==> src/rtl/rl_pkg.sv <==
// Package rl_pkg
// Purpose : shared names for the region-lock codes.
// Assumes : a 3-bit lock code; window sizes are set by the users of the codes.
package rl_pkg;
    typedef enum logic [2:0] {
        LK_NONE  = 3'd0,
        LK_Q1    = 3'd1,
        LK_Q2    = 3'd2,
        LK_Q3    = 3'd3,
        LK_Q4    = 3'd4,
        LK_HALF  = 3'd5,
        LK_FIRST = 3'd6,
        LK_LAST  = 3'd7
    } lock_code_e;
endpackage

==> src/rtl/rl_region.sv <==
// Module  rl_region
// Purpose : combinational test of whether an address lies in the window
//           that the lock code selects.
// Assumes : ADDR_W >= PAGE_W + 2; every window is page aligned, so a page
//           write is judged fully by its start address.
module rl_region
    import rl_pkg::*;
#(
    parameter int ADDR_W = 10,
    parameter int PAGE_W = 4
) (
    input  logic [2:0]        code,
    input  logic [ADDR_W-1:0] addr,
    output logic              hit
);
    localparam int PN_W = ADDR_W - PAGE_W;

    logic [1:0]      quad;
    logic [PN_W-1:0] page;

    assign quad = addr[ADDR_W-1 -: 2];
    assign page = addr[ADDR_W-1 : PAGE_W];

    // decode the lock code into a window hit
    always_comb begin
        unique case (lock_code_e'(code))
            LK_NONE:  hit = 1'b0;
            LK_Q1:    hit = (quad == 2'd0);
            LK_Q2:    hit = (quad == 2'd1);
            LK_Q3:    hit = (quad == 2'd2);
            LK_Q4:    hit = (quad == 2'd3);
            LK_HALF:  hit = ~addr[ADDR_W-1];
            LK_FIRST: hit = (page == '0);
            LK_LAST:  hit = (page == '1);
            default:  hit = 1'b0;
        endcase
    end
endmodule

==> src/rtl/rl_wel.sv <==
// Module  rl_wel
// Purpose : write-enable latch. An enable command arms it, and it is set
//           only if CS rises before any further byte is completed.
// Assumes : strobes are single-cycle pulses; cs_rise is a one-cycle pulse.
module rl_wel (
    input  logic clk,
    input  logic rst_n,
    input  logic cs_rise,
    input  logic wren_stb,
    input  logic wrdi_stb,
    input  logic byte_stb,
    input  logic consume,
    output logic wel
);
    logic arm;

    // track whether the enable command was the last byte of the transfer
    always_ff @(posedge clk) begin
        if (!rst_n)        arm <= 1'b0;
        else if (cs_rise)  arm <= 1'b0;
        else if (wren_stb) arm <= 1'b1;
        else if (byte_stb) arm <= 1'b0;
    end

    // latch: clear on disable or on a started write, set on qualified CS rise
    always_ff @(posedge clk) begin
        if (!rst_n)                  wel <= 1'b0;
        else if (wrdi_stb || consume) wel <= 1'b0;
        else if (cs_rise && arm)     wel <= 1'b1;
    end


    wrdi_clears_chk: assert property (@(posedge clk) disable iff (!rst_n)
        wrdi_stb |=> !wel);


    wel_set_src_chk: assert property (@(posedge clk) disable iff (!rst_n)
        $rose(wel) |-> $past(cs_rise) && $past(arm));
endmodule

==> src/rtl/rl_busy.sv <==
// Module  rl_busy
// Purpose : self-timed write timer; busy stays high for CYC cycles per load.
// Assumes : load is only raised while idle (the caller gates grants on busy).
module rl_busy #(
    parameter int CYC = 64
) (
    input  logic clk,
    input  logic rst_n,
    input  logic load,
    output logic busy
);
    localparam int CW = $clog2(CYC + 1);

    logic [CW-1:0] cnt;

    // load the count on a start, then run down to zero
    always_ff @(posedge clk) begin
        if (!rst_n)         cnt <= '0;
        else if (load)      cnt <= CW'(CYC);
        else if (cnt != '0) cnt <= cnt - 1'b1;
    end

    assign busy = (cnt != '0);


    busy_countdown_chk: assert property (@(posedge clk) disable iff (!rst_n)
        busy && !load |=> cnt == $past(cnt) - 1'b1);
endmodule

==> src/rtl/region_wp_guard.sv <==
// Module  region_wp_guard
// Purpose : decides whether a nonvolatile memory write or lock update may
//           start. It combines the write-enable latch, the region lock, the
//           protect pin, the per-transfer cancel flag and the busy timer.
// Assumes : the serial front end delivers decoded single-cycle strobes;
//           wr_stb is issued once CS has risen at a valid byte boundary.
module region_wp_guard #(
    parameter int ADDR_W   = 10,
    parameter int PAGE_W   = 4,
    parameter int BUSY_CYC = 64
) (
    input  logic              clk,
    input  logic              por_n,
    input  logic              rst_n,
    input  logic              cs_n,
    input  logic              wp_n,
    input  logic              wren_stb,
    input  logic              wrdi_stb,
    input  logic              byte_stb,
    input  logic              wr_stb,
    input  logic [ADDR_W-1:0] wr_addr,
    input  logic              lock_stb,
    input  logic [7:0]        lock_byte,
    output logic              wr_grant,
    output logic              busy,
    output logic [7:0]        status
);
    localparam logic [7:0] LOCK_MASK = 8'h07;

    logic       soft_n;
    logic       cs_q, wp_q;
    logic       cs_rise, cs_fall;
    logic       cancel;
    logic       lock_pend;
    logic [7:0] pend_byte;
    logic [7:0] stat_q;
    logic       wel, hit, ok_base, lock_go, start;

    assign soft_n  = por_n & rst_n;
    assign cs_rise = cs_n & ~cs_q;
    assign cs_fall = ~cs_n & cs_q;

    // edge history of CS and the protect pin
    always_ff @(posedge clk) begin
        if (!soft_n) begin
            cs_q <= 1'b1;
            wp_q <= 1'b1;
        end else begin
            cs_q <= cs_n;
            wp_q <= wp_n;
        end
    end

    // protect pin falling inside a transfer cancels that transfer's write
    always_ff @(posedge clk) begin
        if (!soft_n)                       cancel <= 1'b0;
        else if (cs_fall)                  cancel <= 1'b0;
        else if (!cs_n && wp_q && !wp_n)   cancel <= 1'b1;
    end

    // hold the latest lock byte of the transfer, masked, until CS rises
    always_ff @(posedge clk) begin
        if (!soft_n) begin
            lock_pend <= 1'b0;
            pend_byte <= '0;
        end else if (cs_rise) begin
            lock_pend <= 1'b0;
        end else if (lock_stb) begin
            lock_pend <= 1'b1;
            pend_byte <= lock_byte & LOCK_MASK;
        end
    end

    // nonvolatile lock field: only the power-up reset clears it
    always_ff @(posedge clk) begin
        if (!por_n)       stat_q <= '0;
        else if (lock_go) stat_q <= pend_byte;
    end

    rl_region #(.ADDR_W(ADDR_W), .PAGE_W(PAGE_W)) u_region (
        .code (stat_q[2:0]),
        .addr (wr_addr),
        .hit  (hit)
    );

    rl_wel u_wel (
        .clk      (clk),
        .rst_n    (soft_n),
        .cs_rise  (cs_rise),
        .wren_stb (wren_stb),
        .wrdi_stb (wrdi_stb),
        .byte_stb (byte_stb),
        .consume  (start),
        .wel      (wel)
    );

    rl_busy #(.CYC(BUSY_CYC)) u_busy (
        .clk   (clk),
        .rst_n (soft_n),
        .load  (start),
        .busy  (busy)
    );

    assign ok_base  = wel & wp_n & ~busy & ~cancel;
    assign wr_grant = wr_stb & ok_base & ~hit;
    assign lock_go  = cs_rise & lock_pend & ok_base;
    assign start    = wr_grant | lock_go;
    assign status   = busy ? 8'hFF : stat_q;


    grant_starts_busy_chk: assert property (@(posedge clk) disable iff (!soft_n)
        wr_grant |=> busy);


    grant_consumes_chk: assert property (@(posedge clk) disable iff (!soft_n)
        wr_grant |=> !wel);


    lock_only_on_cs_chk: assert property (@(posedge clk) disable iff (!soft_n)
        !cs_rise |=> $stable(stat_q));
endmodule

==> config.mk <==
export PLATFORM = sky130hd
export DESIGN_NAME = region_wp_guard
export DESIGN_NICKNAME = d
export VERILOG_FILES = /design/src/rtl/rl_pkg.sv /design/src/rtl/rl_region.sv /design/src/rtl/rl_wel.sv /design/src/rtl/rl_busy.sv /design/src/rtl/region_wp_guard.sv
export SDC_FILE = /design/constraint.sdc
export NUM_CORES = 1
export LEC_CHECK = 0
export BUFFER_PORTS_ARGS = -buffer_cell sky130_fd_sc_hd__buf_4
export CAP_MARGIN = 10
export CORE_ASPECT_RATIO = 1.4
export CORE_MARGIN = 4
export CORE_UTILIZATION = 48
export CTS_CLUSTER_SIZE = 16
export DETAILED_ROUTE_END_ITERATION = 10
export PLACE_DENSITY = 0.86
export SLEW_MARGIN = 5
export SYNTH_ARGS = -nofsm -noshare
export SYNTH_HDL_FRONTEND = slang
export SYNTH_HIERARCHICAL = 1
export SYNTH_SLANG_ARGS = --single-unit
==> constraint.sdc <==
create_clock -name clk -period 2.9 [get_ports clk]
set_clock_uncertainty 0.15 [all_clocks]
set_input_delay 0 -clock clk [delete_from_list [all_inputs] [get_ports clk]]
set_output_delay 0 -clock clk [all_outputs]
set_load 0.01 [all_outputs]
# == Yosys cells after proc, flatten, opt, wreduce, memory -nomap -nowiden ==
# Index checks and enable logic that the tools add are counted.
# W data, S select, Z words.
# op_classes
addsub,1
eq_ne,11
muxes,6
bitwise_logic,19
n_reduce_logical,17
# op_table
operator,n
$mux W7,2
$eq A3 B3 Y1 const B,4
$and A1 B1 Y1,10
$mux W8,1
$not A1 Y1,8
$pmux W1 S8,1
$reduce_or A2 Y1,4
$reduce_bool A7 Y1,1
$sub A7 B1 Y7 const B,1
$eq A3 B2 Y1 const B,2
$eq A6 B6 Y1 const B,1
$logic_not A6 Y1,1
$eq A2 B2 Y1 const B,2
$reduce_bool A2 Y1,2
$eq A3 B1 Y1 const B,1
$logic_and A1 B1 Y1,3
$logic_not A3 Y1,1
$eq A2 B1 Y1 const B,1
$logic_not A1 Y1,2
$logic_not A2 Y1,1
$mux W1,2
$reduce_and A2 Y1,1
$logic_or A1 B1 Y1,1
$or A1 B1 Y1,1
# totals
reg_bits,19
inputBits,28
out_inout_bits,10
word_cells,64

# == Depth between registers and ports, before layout ==
# Gate-level depths: netlist of run 1.
# logic_depth
word_depth,9
ltp_mapped,9

# == Modules after synthesis ==
# Netlist of run 1, hierarchy kept.
# by_module_without_submodules
mod,n_inst,cells_each,area_each_um2,seq_area_each_um2
region_wp_guard,1,55,489.2,200.2
rl_busy,1,37,350.3,140.1
rl_region,1,17,118.9,0.0
rl_wel,1,7,80.1,40.0

# == Worst setup path after synthesis of run 1 ==
# OpenSTA, ideal clock, no wires.
# synth_timing
path_kind,reg-to-reg
from,reg u_busy.cnt[2]
to,reg u_busy.cnt[1]
arrival_ns,1.976
t_required_ns,2.618
slack_ns,0.642
stages_incl_launch_ff,8
path_buffers,0
path_cell_list,dfxtp_1 or4_4 nor2_2 inv_1 nand4bb_4 a21oi_1 nand2b_1 a211oi_1
# synth_via
elab_chain_cells,8
# synth_lines
item,line,text
start: declaration,rl_busy.sv:14,logic [CW-1:0] cnt;
start signal: assignment,rl_busy.sv:19,else if (load) cnt <= CW'(CYC);
start signal: assignment,rl_busy.sv:20,else if (cnt != '0) cnt <= cnt - 1'b1;
$reduce_bool A7 Y1 (*),rl_busy.sv:23,assign busy = (cnt != '0);
named net busy,region_wp_guard.sv:25,"output logic busy,"
$not A1 Y1 (*),region_wp_guard.sv:104,assign ok_base = wel & wp_n & ~busy & ~cancel;
$and A1 B1 Y1 (*) (2 in series),region_wp_guard.sv:104,
$and A1 B1 Y1 (2 in series),region_wp_guard.sv:105,assign wr_grant = wr_stb & ok_base & ~hit;
$or A1 B1 Y1 (*),region_wp_guard.sv:107,assign start = wr_grant | lock_go;
named net start,region_wp_guard.sv:37,"logic wel, hit, ok_base, lock_go, start;"
$reduce_or A2 Y1 (no line) (*),n/a,
# The timed path passes the listed nets; every way through them passes the cells marked *.
# A chain may end at the register's enable or synchronous reset.

# == Final worst setup path of run 1 ==
# layout_timing
from,reg u_busy.cnt[2]
to,reg u_busy.cnt[1]
# layout_via
elab_chain_cells,8
# layout_lines
item,line
$reduce_bool A7 Y1 (*),rl_busy.sv:23
$not A1 Y1 (*),region_wp_guard.sv:104
$and A1 B1 Y1 (*) (2 in series),region_wp_guard.sv:104
$and A1 B1 Y1 (2 in series),region_wp_guard.sv:105
$or A1 B1 Y1 (*),region_wp_guard.sv:107
named net start,region_wp_guard.sv:37
$reduce_or A2 Y1 (no line) (*),n/a
# Marked as above.

==> impl_metrics.toml, run 1 <==
[outcome]
violations = "negative hold slack"
status = "complete, but fails checks"

[synth]
synth_warnings = 6
synth.top_cell.area_share_pct = 36.6
synth.most_common_cell = "dfxtp_1"
ys_types = 41
ys_top_cells_by_area = "dfxtp_1, a21oi_1, buf_4, nor3_1, nand2_1"
mappedNetlistArea_um2 = 1040
synthCells = 116
ys_seq_area_share_pct = 36.6
synth_fp_nets = 146
yosys.area.top_type = "dfxtp_1"
async_flop_share_pct = 0
synth_commonest_cells = "dfxtp_1, a21oi_1, nand2_1"
synth_edf_count = 0
synth_seq_cells = 19
syn_avg_cell_area_um2 = 8.95
synthFlopType = "dfxtp_1"

[placement]
gp_congestion = 0.758
io_buffers = 28
dpl.hpwl_um = 1780
dp_slack_ns = 0.361
placed_area_um2 = 1240

[global_route]
grt_pass1_vias = 1022
grt_pass1_wl_um = 4470
gr-total-overflow = 0
antenna_found_initial = 0
grt_use_total_pct = 19.6
grt_max_degree = 12

[route]
ant_nets = 0
wl_per_cell_um = 14.1
via_count = 999
drt_iter0_drc = 17
drcViolationCount = 0
dr.pass1.iters = 4
vias_per_cell = 5.55
drt_wl_total_um = 2540

[floorplanning]
num_rows = 19
die_w_um = 47.3
fp.coreArea_um2 = 2020
dieArea_um2 = 2980
ioPinCount = 38
die_h_um = 63.0
start_util_pct = 51.4

[sta]
hold_viol_final = 2
finalCriticalPeriod_ns = 2.61
tns_ns = 0
fmax_mhz = 383
max_slew_margin_pct = 76.3
hold_ws_ns = -0.00897
worstMarginPinSlew_ns = 0.352
rsz0062_at_grt = "false"
fin_crit_sh_pct = 90.0
timing.final.ws_setup_ns = 0.291
drv_slew = 0
setup_viol = 0

[finish]
area_growth_pct = 37.2
fillers = 159
n_antenna_cell = 0
drive_above_1_share_pct = 28.3
multi_input_area_um2 = 591
seq_area_um2 = 380
fin_nets = 190
fin_area_um2 = 1430

[critical_path]
setup.worst_path.start_class = "register"
required_ns = 2.93
worstPathArrival_ns = 2.64
crit_family = "simple AND/OR/NAND/NOR gates"
critPathSlowestCell = "or4_4"
critPathKind = "register to register"
cp_max_fo = 11
crit_buf_inv = 1
cpPeakStageDelay_ns = 0.59
worst_setup_path_end_kind = "register"
crit_chain = "or4_4 -> nor2_2 -> inv_1 -> nand4bb_4 -> a21oi_1 -> nand2b_1 -> a211oi_1"

[clocking]
cts_tree = "yes"
ctsHtreeMaxLevel = 1
insertion_delay_ns = 0.30
clkSlewWorstSetupHoldPaths_ns = 0.11
clk_path_buf_depth = 2
cts_made_buffers = 3
cts_sinks = 19
cts_root_buf = "clkbuf_4"

[run]
maxCapViolations = 0

[power_and_ir_drop]
cellLeakagePower_nw = 0.589
power_mw = 1.48
ir_drop_v = 0.000672
power_density_nw_per_um2 = 1040

[min_path]
hold_class = "input port to register"
timing repair:
item / in CTS / in global routing
endpoints found under the hold margin: 12 / 0
resized for setup: 0 / 0
hold buffers: 16 / 0
setup buffers: 0 / 0
placed cells by master (no fill, tap or decap), types with 2 or more instances in the layout:
master and instances:
nand4_1 2, clkbuf_4 3, dfxtp_1 19, ha_1 2, nor2b_1 3, buf_4 28, nor2_1 3, nand2b_1 3
nor3_1 7, a211oi_1 3, or2_2 3, dlygate4sd3_1 16, xnor2_1 2, mux2i_1 3, nand2_1 9, a21oi_1 11
nor4_1 2, nor4b_1 2, or4_4 2, inv_1 6, or2_1 2, o21ai_1 4, nand3_1 3
state kept, by name, summed over array words and instances, names as in the netlist:
register,flops
u_busy/cnt,7
cs_q,1
wp_q,1
lock_pend,1
u_wel/wel,1
u_wel/arm,1
pend_byte,3
cancel,1
stat_q,3
path summary, 6_finish.rpt:
| path | startpoint | endpoint | slack [ns] | depth (start not counted) |
|---|---|---|---|---|
| max reg2reg | u_busy/cnt[2] | u_busy/cnt[1] | 0.29 | 7 |
| max | u_busy/cnt[2] | u_busy/cnt[1] | 0.29 | 7 |
| min reg2reg | pend_byte[1] | stat_q[1] | 0.32 | 2 |
| min | rst_n | cancel | -0.009 | 3 |
power breakdown:
| part | leakage [nW] | internal [mW] | switching (mW) | total, mW |
|---|---|---|---|---|
| clock | 0.0177 | 0.0514 | 0.0826 | 0.134 |
| sequential | 0.155 | 0.305 | 0.0502 | 0.355 |
| combinational | 0.417 | 0.527 | 0.465 | 0.992 |
final cells by class:
| class | instances | share of cell area [%] |
|---|---|---|
| Tap cell | 21 | 1.84 |
| Multi-Input combinational cell | 84 | 41.4 |
| Timing Repair Buffer | 44 | 26.0 |
| Sequential cell | 19 | 26.7 |
| Inverter | 8 | 2.11 |
| Clock buffer | 3 | 1.58 |
| Clock inverter | 1 | 0.351 |
metrics by stage:
stage / utilization, % / instances
2_1_floorplan: - / 116
4_1_cts: 70.5 / 180
6_report: 70.5 / 180
3_5_place_dp: 61.2 / 160
3_3_place_gp: 61.2 / 160
5_1_grt: 70.5 / 180
worst reg2reg max path, delay by kind of cell (launching register included):
family          cells  cell delay, ns
buf+inv             1            0.19
simple gates        4            1.38
compound gates      2            0.39
flops               1            0.39
per-layer routing:
metal	part of all wire, %	GRT usage (%)	up-vias
met5	0	0	-
met4	1.3	6.92	0
met3	5.5	3.46	6
met2	53	32.9	29
met1	41	23.4	464
li1	-	-	500
cell families (layout without fill, tap and decap cells):
family,count (synthesis),in the layout,synth area share [%]
buf+inv,13,56,6.51
compound gates,26,26,16.0
mux,3,3,2.89
xor+xnor,2,2,1.69
fa+ha+maj,2,2,2.41
simple gates,51,51,33.9
flops,19,19,36.6
No activity file was read; power rests on OpenSTA's default activity.
==> run 2: changes to the inputs <==
ABC_AREA = 1   (was unset)
PLACE_DENSITY = 0.85   (was 0.86)
==> run 2 against run 1 <==
Net effect: the run now ends clean; sequential power decreased by 4%; critical path depth increased by 3; final area increased by 2.8%; combinational power decreased by 13%; register-to-register slack improved by 0.19 ns; synthesized cell count increased by 41%; maximum frequency increased by 8.0%; worst hold slack improved by 0.10 ns; count of clock-buffer cells in the layout increased by 1; core utilization decreased by 2.4 points; die area increased by 3.3%; wire length decreased by 8.7%; critical path type unchanged; critical endpoint is now u_wel/wel; largest power group unchanged; highest routed layer unchanged.
==> impl_metrics.toml, run 2 <==
[synth]
syn_avg_cell_area_um2 = 6.62
mappedNetlistArea_um2 = 1080
synth_fp_nets = 193
ys_types = 21
synth.most_common_cell = "nand2_1"
synth_seq_cells = 19
yosys.area.top_type = "dfxtp_1"
synth_warnings = 6
synthCells = 163
async_flop_share_pct = 0
synthFlopType = "dfxtp_1"
synth.top_cell.area_share_pct = 35.3
synth_commonest_cells = "nand2_1, inv_1, nor2_1"
synth_edf_count = 0
ys_top_cells_by_area = "dfxtp_1, nand2_1, inv_1, nor2_1, nand3_1"
ys_seq_area_share_pct = 35.3

[placement]
dp_cells = 208
gp_congestion = 0.712
io_buffers = 28
dpl.hpwl_um = 1730

[finish]
n_antenna_cell = 0
fin_cells = 228
fillers = 196
area_growth_pct = 35.8
final_util_pct = 68.1
mostFrequentLayoutCells = "nand2_1, inv_1, buf_4"
fin_nets = 237
largest_reg_flops = 7
drive_above_1_share_pct = 22.8
final_common_cell = "nand2_1"
largest_registers = "u_busy/cnt: 7 flops, pend_byte: 3 flops, stat_q: 3 flops"
largest-register = "u_busy/cnt"

[power_and_ir_drop]
power_frac_seq_pct = 25.5
power_mw = 1.34
power_density_nw_per_um2 = 914
clkPwrFrac_pct = 9.7
cellLeakagePower_nw = 0.729
ir_drop_v = 0.000559
switching_share_pct = 41.8
p_int_uw = 780
p_switching_uw = 560
combinationalPowerShare_pct = 64.7

[route]
drt_wl_total_um = 2320
ant_nets = 0
dr.pass1.iters = 4
vias_per_cell = 4.72
top_layer_used = "met4"
met1_length_um = 832
drcViolationCount = 0
met2_length_um = 1340
via_count = 1076
wl_per_cell_um = 10.2
dr_wl_met3_um = 119
drt_iter0_drc = 22

[sta]
setup_viol = 0
drv_slew = 0
rsz0062_at_grt = "false"
max_slew_margin_pct = 83.8
fmax_mhz = 414
hold_viol_final = 0
worstMarginPinSlew_ns = 0.243
tns_ns = 0
fin_crit_sh_pct = 83.3
finalCriticalPeriod_ns = 2.42

[critical_path]
setup.worst_path.start_class = "register"
crit_family = "buffers and inverters"
crit_buf_inv = 2
worst_setup_path_end_kind = "register"
cpPeakStageDelay_ns = 0.55
crit_top_cell = "nor2_1"
crit_chain = "inv_1 -> ha_1 -> nand4_4 -> nor2_1 -> nand2_1 -> a21oi_1 -> nor2_1 -> nand2_1 -> dlygate4sd3_1 -> nor2_1"
required_ns = 2.95
worstPathArrival_ns = 2.46
critPathKind = "register to register"
cp_max_fo = 14
critPathSlowestCell = "dlygate4sd3_1"

[outcome]
status = "finished clean"

[global_route]
antenna_found_initial = 0
grt_use_total_pct = 17.0
grt_max_degree = 15
gr-total-overflow = 0
grt_pass1_wl_um = 3910
grt_pass1_vias = 1020

[floorplanning]
die_h_um = 64.1
num_rows = 20
dieArea_um2 = 3080
ioPinCount = 38
fp.coreArea_um2 = 2150
die_w_um = 48.1
start_util_pct = 50.1

[clocking]
clk_path_buf_depth = 2
ctsHtreeMaxLevel = 1
cts-resized-gates = 0
clkSlewWorstSetupHoldPaths_ns = 0.11
cts_root_buf = "clkbuf_4"
insertion_delay_ns = 0.29
cts_made_buffers = 3
cts_tree = "yes"
cts_sinks = 19

[min_path]
hold_class = "input port to register"

[run]
maxCapViolations = 0
==> run 2: cell count changes after synthesis, sizes merged, moves of 3 or more <==
| cell | change |
|---|---|
| nand3 | +8 |
| nor2b | -3 |
| a211oi | -3 |
| nor4b | -3 |
| nor3 | -8 |
| nand2 | +29 |
| nand2b | -4 |
| mux2i | -3 |
| or4 | -3 |
| nor2 | +27 |
| inv | +24 |
==> run 2: cell type report <==
type / count / area (um^2) / area share, %
multi-input combinational: 108 / 544 / 37.1
sequential: 19 / 380 / 26.0
timing repair buffer: 44 / 370 / 25.3
clock buffer: 4 / 26.3 / 1.79
tap: 22 / 27.5 / 1.88
inverter: 31 / 116 / 7.94
==> run 2: worst paths after layout <==
check                  end  depth (start not counted)          start  slack, ns
max              u_wel/wel                         10  u_busy/cnt[0]       0.48
min          u_busy/cnt[6]                          7         wr_stb       0.09
max reg2reg      u_wel/wel                         10  u_busy/cnt[0]       0.48
min reg2reg   pend_byte[1]                          2   pend_byte[1]       0.32
==> run 2: power groups by stage <==
| stage | Sequential (mW) | Combinational [mW] | Clock (mW) |
|---|---|---|---|
| 2_1_floorplan | 0.341 | 0.639 | 0 |
| 3_3_place_gp | 0.345 | 0.833 | 0 |
| 3_5_place_dp | 0.349 | 0.859 | 0 |
| 4_1_cts | 0.343 | 0.876 | 0.133 |
| 5_1_grt | 0.348 | 0.971 | 0.149 |
| 6_report | 0.342 | 0.867 | 0.130 |
==> run 2: cell families (layout without fill, tap and decap cells) <==
family / count (synthesis) / count (layout) / synth area share, %
AO/OA/AOI/OAI: 16 / 16 / 7.77
AND/OR/NAND/NOR: 87 / 87 / 37.9
XOR/XNOR: 3 / 3 / 2.44
buffers and inverters: 36 / 79 / 14.3
adder cells (fa/ha/maj): 2 / 2 / 2.32
flip-flops: 19 / 19 / 35.3
==> run 2: tightest hold or removal path: cells and delay by family <==
family	cells	cell delay [ns]
and+or+nand+nor	3	0.20
buffers and inverters	3	0.20
AOI/OAI and AO/OA	1	0.10
==> run 2: what timing repair did <==
item / in CTS / in global routing
buffers inserted: 0 / 0
hold buffers: 16 / 0
setup endpoints to repair: 0 / 0
endpoints found under the hold margin: 13 / 0
==> run 2: through the flow <==
step | worst slack [ns] | cell area (um^2) | hold WS, ns
floorplan | 1.13 | 1080 | -0.0459
CTS | 0.511 | 1470 | 0.0882
finish | 0.484 | 1470 | 0.0937
global placement | 0.930 | 1280 | 0.0591
detailed placement | 0.901 | 1280 | 0.0638
global route | 0.282 | 1470 | 0.123
==> run 2: metal layers <==
| layer | vias up | global-route usage [%] |
|---|---|---|
| li1 | 573 | - |
| met1 | 471 | 16.8 |
| met2 | 28 | 33.3 |
| met3 | 4 | 2.54 |
| met4 | 0 | 4.04 |
| met5 | - | 0 |
==> run 3: changes to the inputs <==
clock period = 2.45 ns   (was 2.9 ns; I/O delays follow)
==> run 3 against run 2 <==
Net effect: via count up 0.37%; setup slack worse by 0.18 ns; critical endpoint unchanged; sequential power up 18%; core utilization grew 0.64 points.
==> impl_metrics.toml, run 3 (synthesis results as in run 2) <==
[critical_path]
critPathKind = "register to register"
cp_max_fo = 4
critPathSlowestCell = "dlygate4sd3_1"
worst_setup_path_end_kind = "register"
setup.worst_path.start = "stat_q[0]"
r2r_start = "stat_q[0]"
setup.worst_path.start_class = "register"
crit_top_cell = "nand2_1"
crit_chain = "inv_1 -> nand2_1 -> nand3_1 -> a21oi_2 -> nand2_1 -> nand2_1 -> inv_1 -> nand2_1 -> a21oi_2 -> nor2_1 -> nand2_1 -> dlygate4sd3_1 -> nor2_1"
required_ns = 2.53
worstPathArrival_ns = 2.23
cpPeakStageDelay_ns = 0.55

[clocking]
cts_root_buf = "clkbuf_4"
ctsHtreeMaxLevel = 1
cts_made_buffers = 3
clkSlewWorstSetupHoldPaths_ns = 0.10
clk_path_buf_depth = 2
insertion_delay_ns = 0.29
cts_sinks = 19
cts_tree = "yes"

[finish]
largest-register = "u_busy/cnt"
largest_reg_flops = 7
drive_above_1_share_pct = 24.2
fin_nets = 238
fin_cells = 229
n_antenna_cell = 0
final_util_pct = 68.7
fillers = 173
final_common_cell = "nand2_1"
area_growth_pct = 37.1
largest_registers = "u_busy/cnt: 7 flops, pend_byte: 3 flops, stat_q: 3 flops"
mostFrequentLayoutCells = "nand2_1, inv_1, buf_4"

[sta]
worstMarginPinSlew_ns = 0.205
timing.final.ws_setup_ns = 0.301
fin_crit_sh_pct = 87.7
max_slew_margin_pct = 86.3
fmax_mhz = 465
drv_slew = 0
finalCriticalPeriod_ns = 2.15
hold_viol_final = 0
setup_viol = 0
tns_ns = 0
rsz0062_at_grt = "false"

[global_route]
grt_pass1_vias = 1002
gr-total-overflow = 0
antenna_found_initial = 0
grt_use_total_pct = 17.4
grt_pass1_wl_um = 3930
grt_max_degree = 15

[floorplanning]
start_util_pct = 50.1
die_w_um = 48.1
num_rows = 20
fp.coreArea_um2 = 2150
ioPinCount = 38
die_h_um = 64.1
dieArea_um2 = 3080

[placement]
dpl.hpwl_um = 1760
dp_cells = 208
io_buffers = 28
gp_congestion = 0.713
dp_slack_ns = 0.428

[outcome]
status = "finished clean"

[route]
wl_per_cell_um = 10.2
via_count = 1080
ant_nets = 0
drt_wl_total_um = 2340
dr.pass1.iters = 4
drcViolationCount = 0
vias_per_cell = 4.72
drt_iter0_drc = 40

[run]
maxCapViolations = 0

[min_path]
hold_path.startpoint = "wr_stb"
hold_class = "input port to register"

[power_and_ir_drop]
cellLeakagePower_nw = 0.732
power_density_nw_per_um2 = 1100
ir_drop_v = 0.000622
==> run 3: cell types whose count changed in the layout (fill, tap and decap cells not counted) <==
| cell | change |
|---|---|
| ha_2 | +1 |
| ha_1 | -1 |
| a21oi_2 | +1 |
| a21oi_1 | -1 |
| buf_4 | +1 |
==> run 3: layer usage <==
layer	vias to the layer above	global-route usage (%)	part of all wire, %
li1	577	-	-
met1	479	18.5	39
met2	22	31.8	56
met3	2	1.69	4.0
met4	0	7.07	1.1
met5	-	0	0
==> run 3: layout make-up <==
cell class	count	area [um^2]	area share, %
tap	22	27.5	1.86
clock buffer	4	26.3	1.78
sequential	19	380	25.7
inverter	31	116	7.87
timing repair buffer	45	378	25.5
multi-input combinational	108	551	37.2
==> run 3: repair_timing <==
| item | 4_1_cts | 5_1_grt |
|---|---|---|
| hold endpoints to repair | 13 | 0 |
| setup buffers | 0 | 1 |
| hold buffers | 16 | 0 |
| resized for setup | 0 | 2 |
| setup endpoints to repair | 0 | 1 |
==> run 3: metrics by stage <==
step           area [um^2]  hold slack [ns]  total power, mW
3_5_place_dp          1280           0.0685             1.43
6_report              1480            0.111             1.62
2_1_floorplan         1080          -0.0459             1.16
5_1_grt               1480            0.146             1.77
3_3_place_gp          1280           0.0592             1.39
4_1_cts               1470           0.0939             1.60
==> run 3: worst paths after layout <==
| path | endpoint | slack (ns) | cells past startpoint |
|---|---|---|---|
| worst max-delay path | u_wel/wel | 0.30 | 13 |
| worst max register to register | u_wel/wel | 0.30 | 13 |
| worst min-delay path | u_busy/cnt[6] | 0.11 | 7 |
| worst min register to register | pend_byte[2] | 0.31 | 2 |
==> run 3: power by group <==
group	internal, mW	total (mW)	switching [mW]
clock network	0.0632	0.154	0.0912
registers	0.355	0.405	0.0504
logic	0.538	1.06	0.524
==> run 3: worst max-delay path: cells and delay by family (launching register included) <==
family	cells	cell delay (ns)
AND/OR/NAND/NOR	8	0.65
AO/OA/AOI/OAI	2	0.23
flip-flops	1	0.40
buffers and inverters	3	0.68
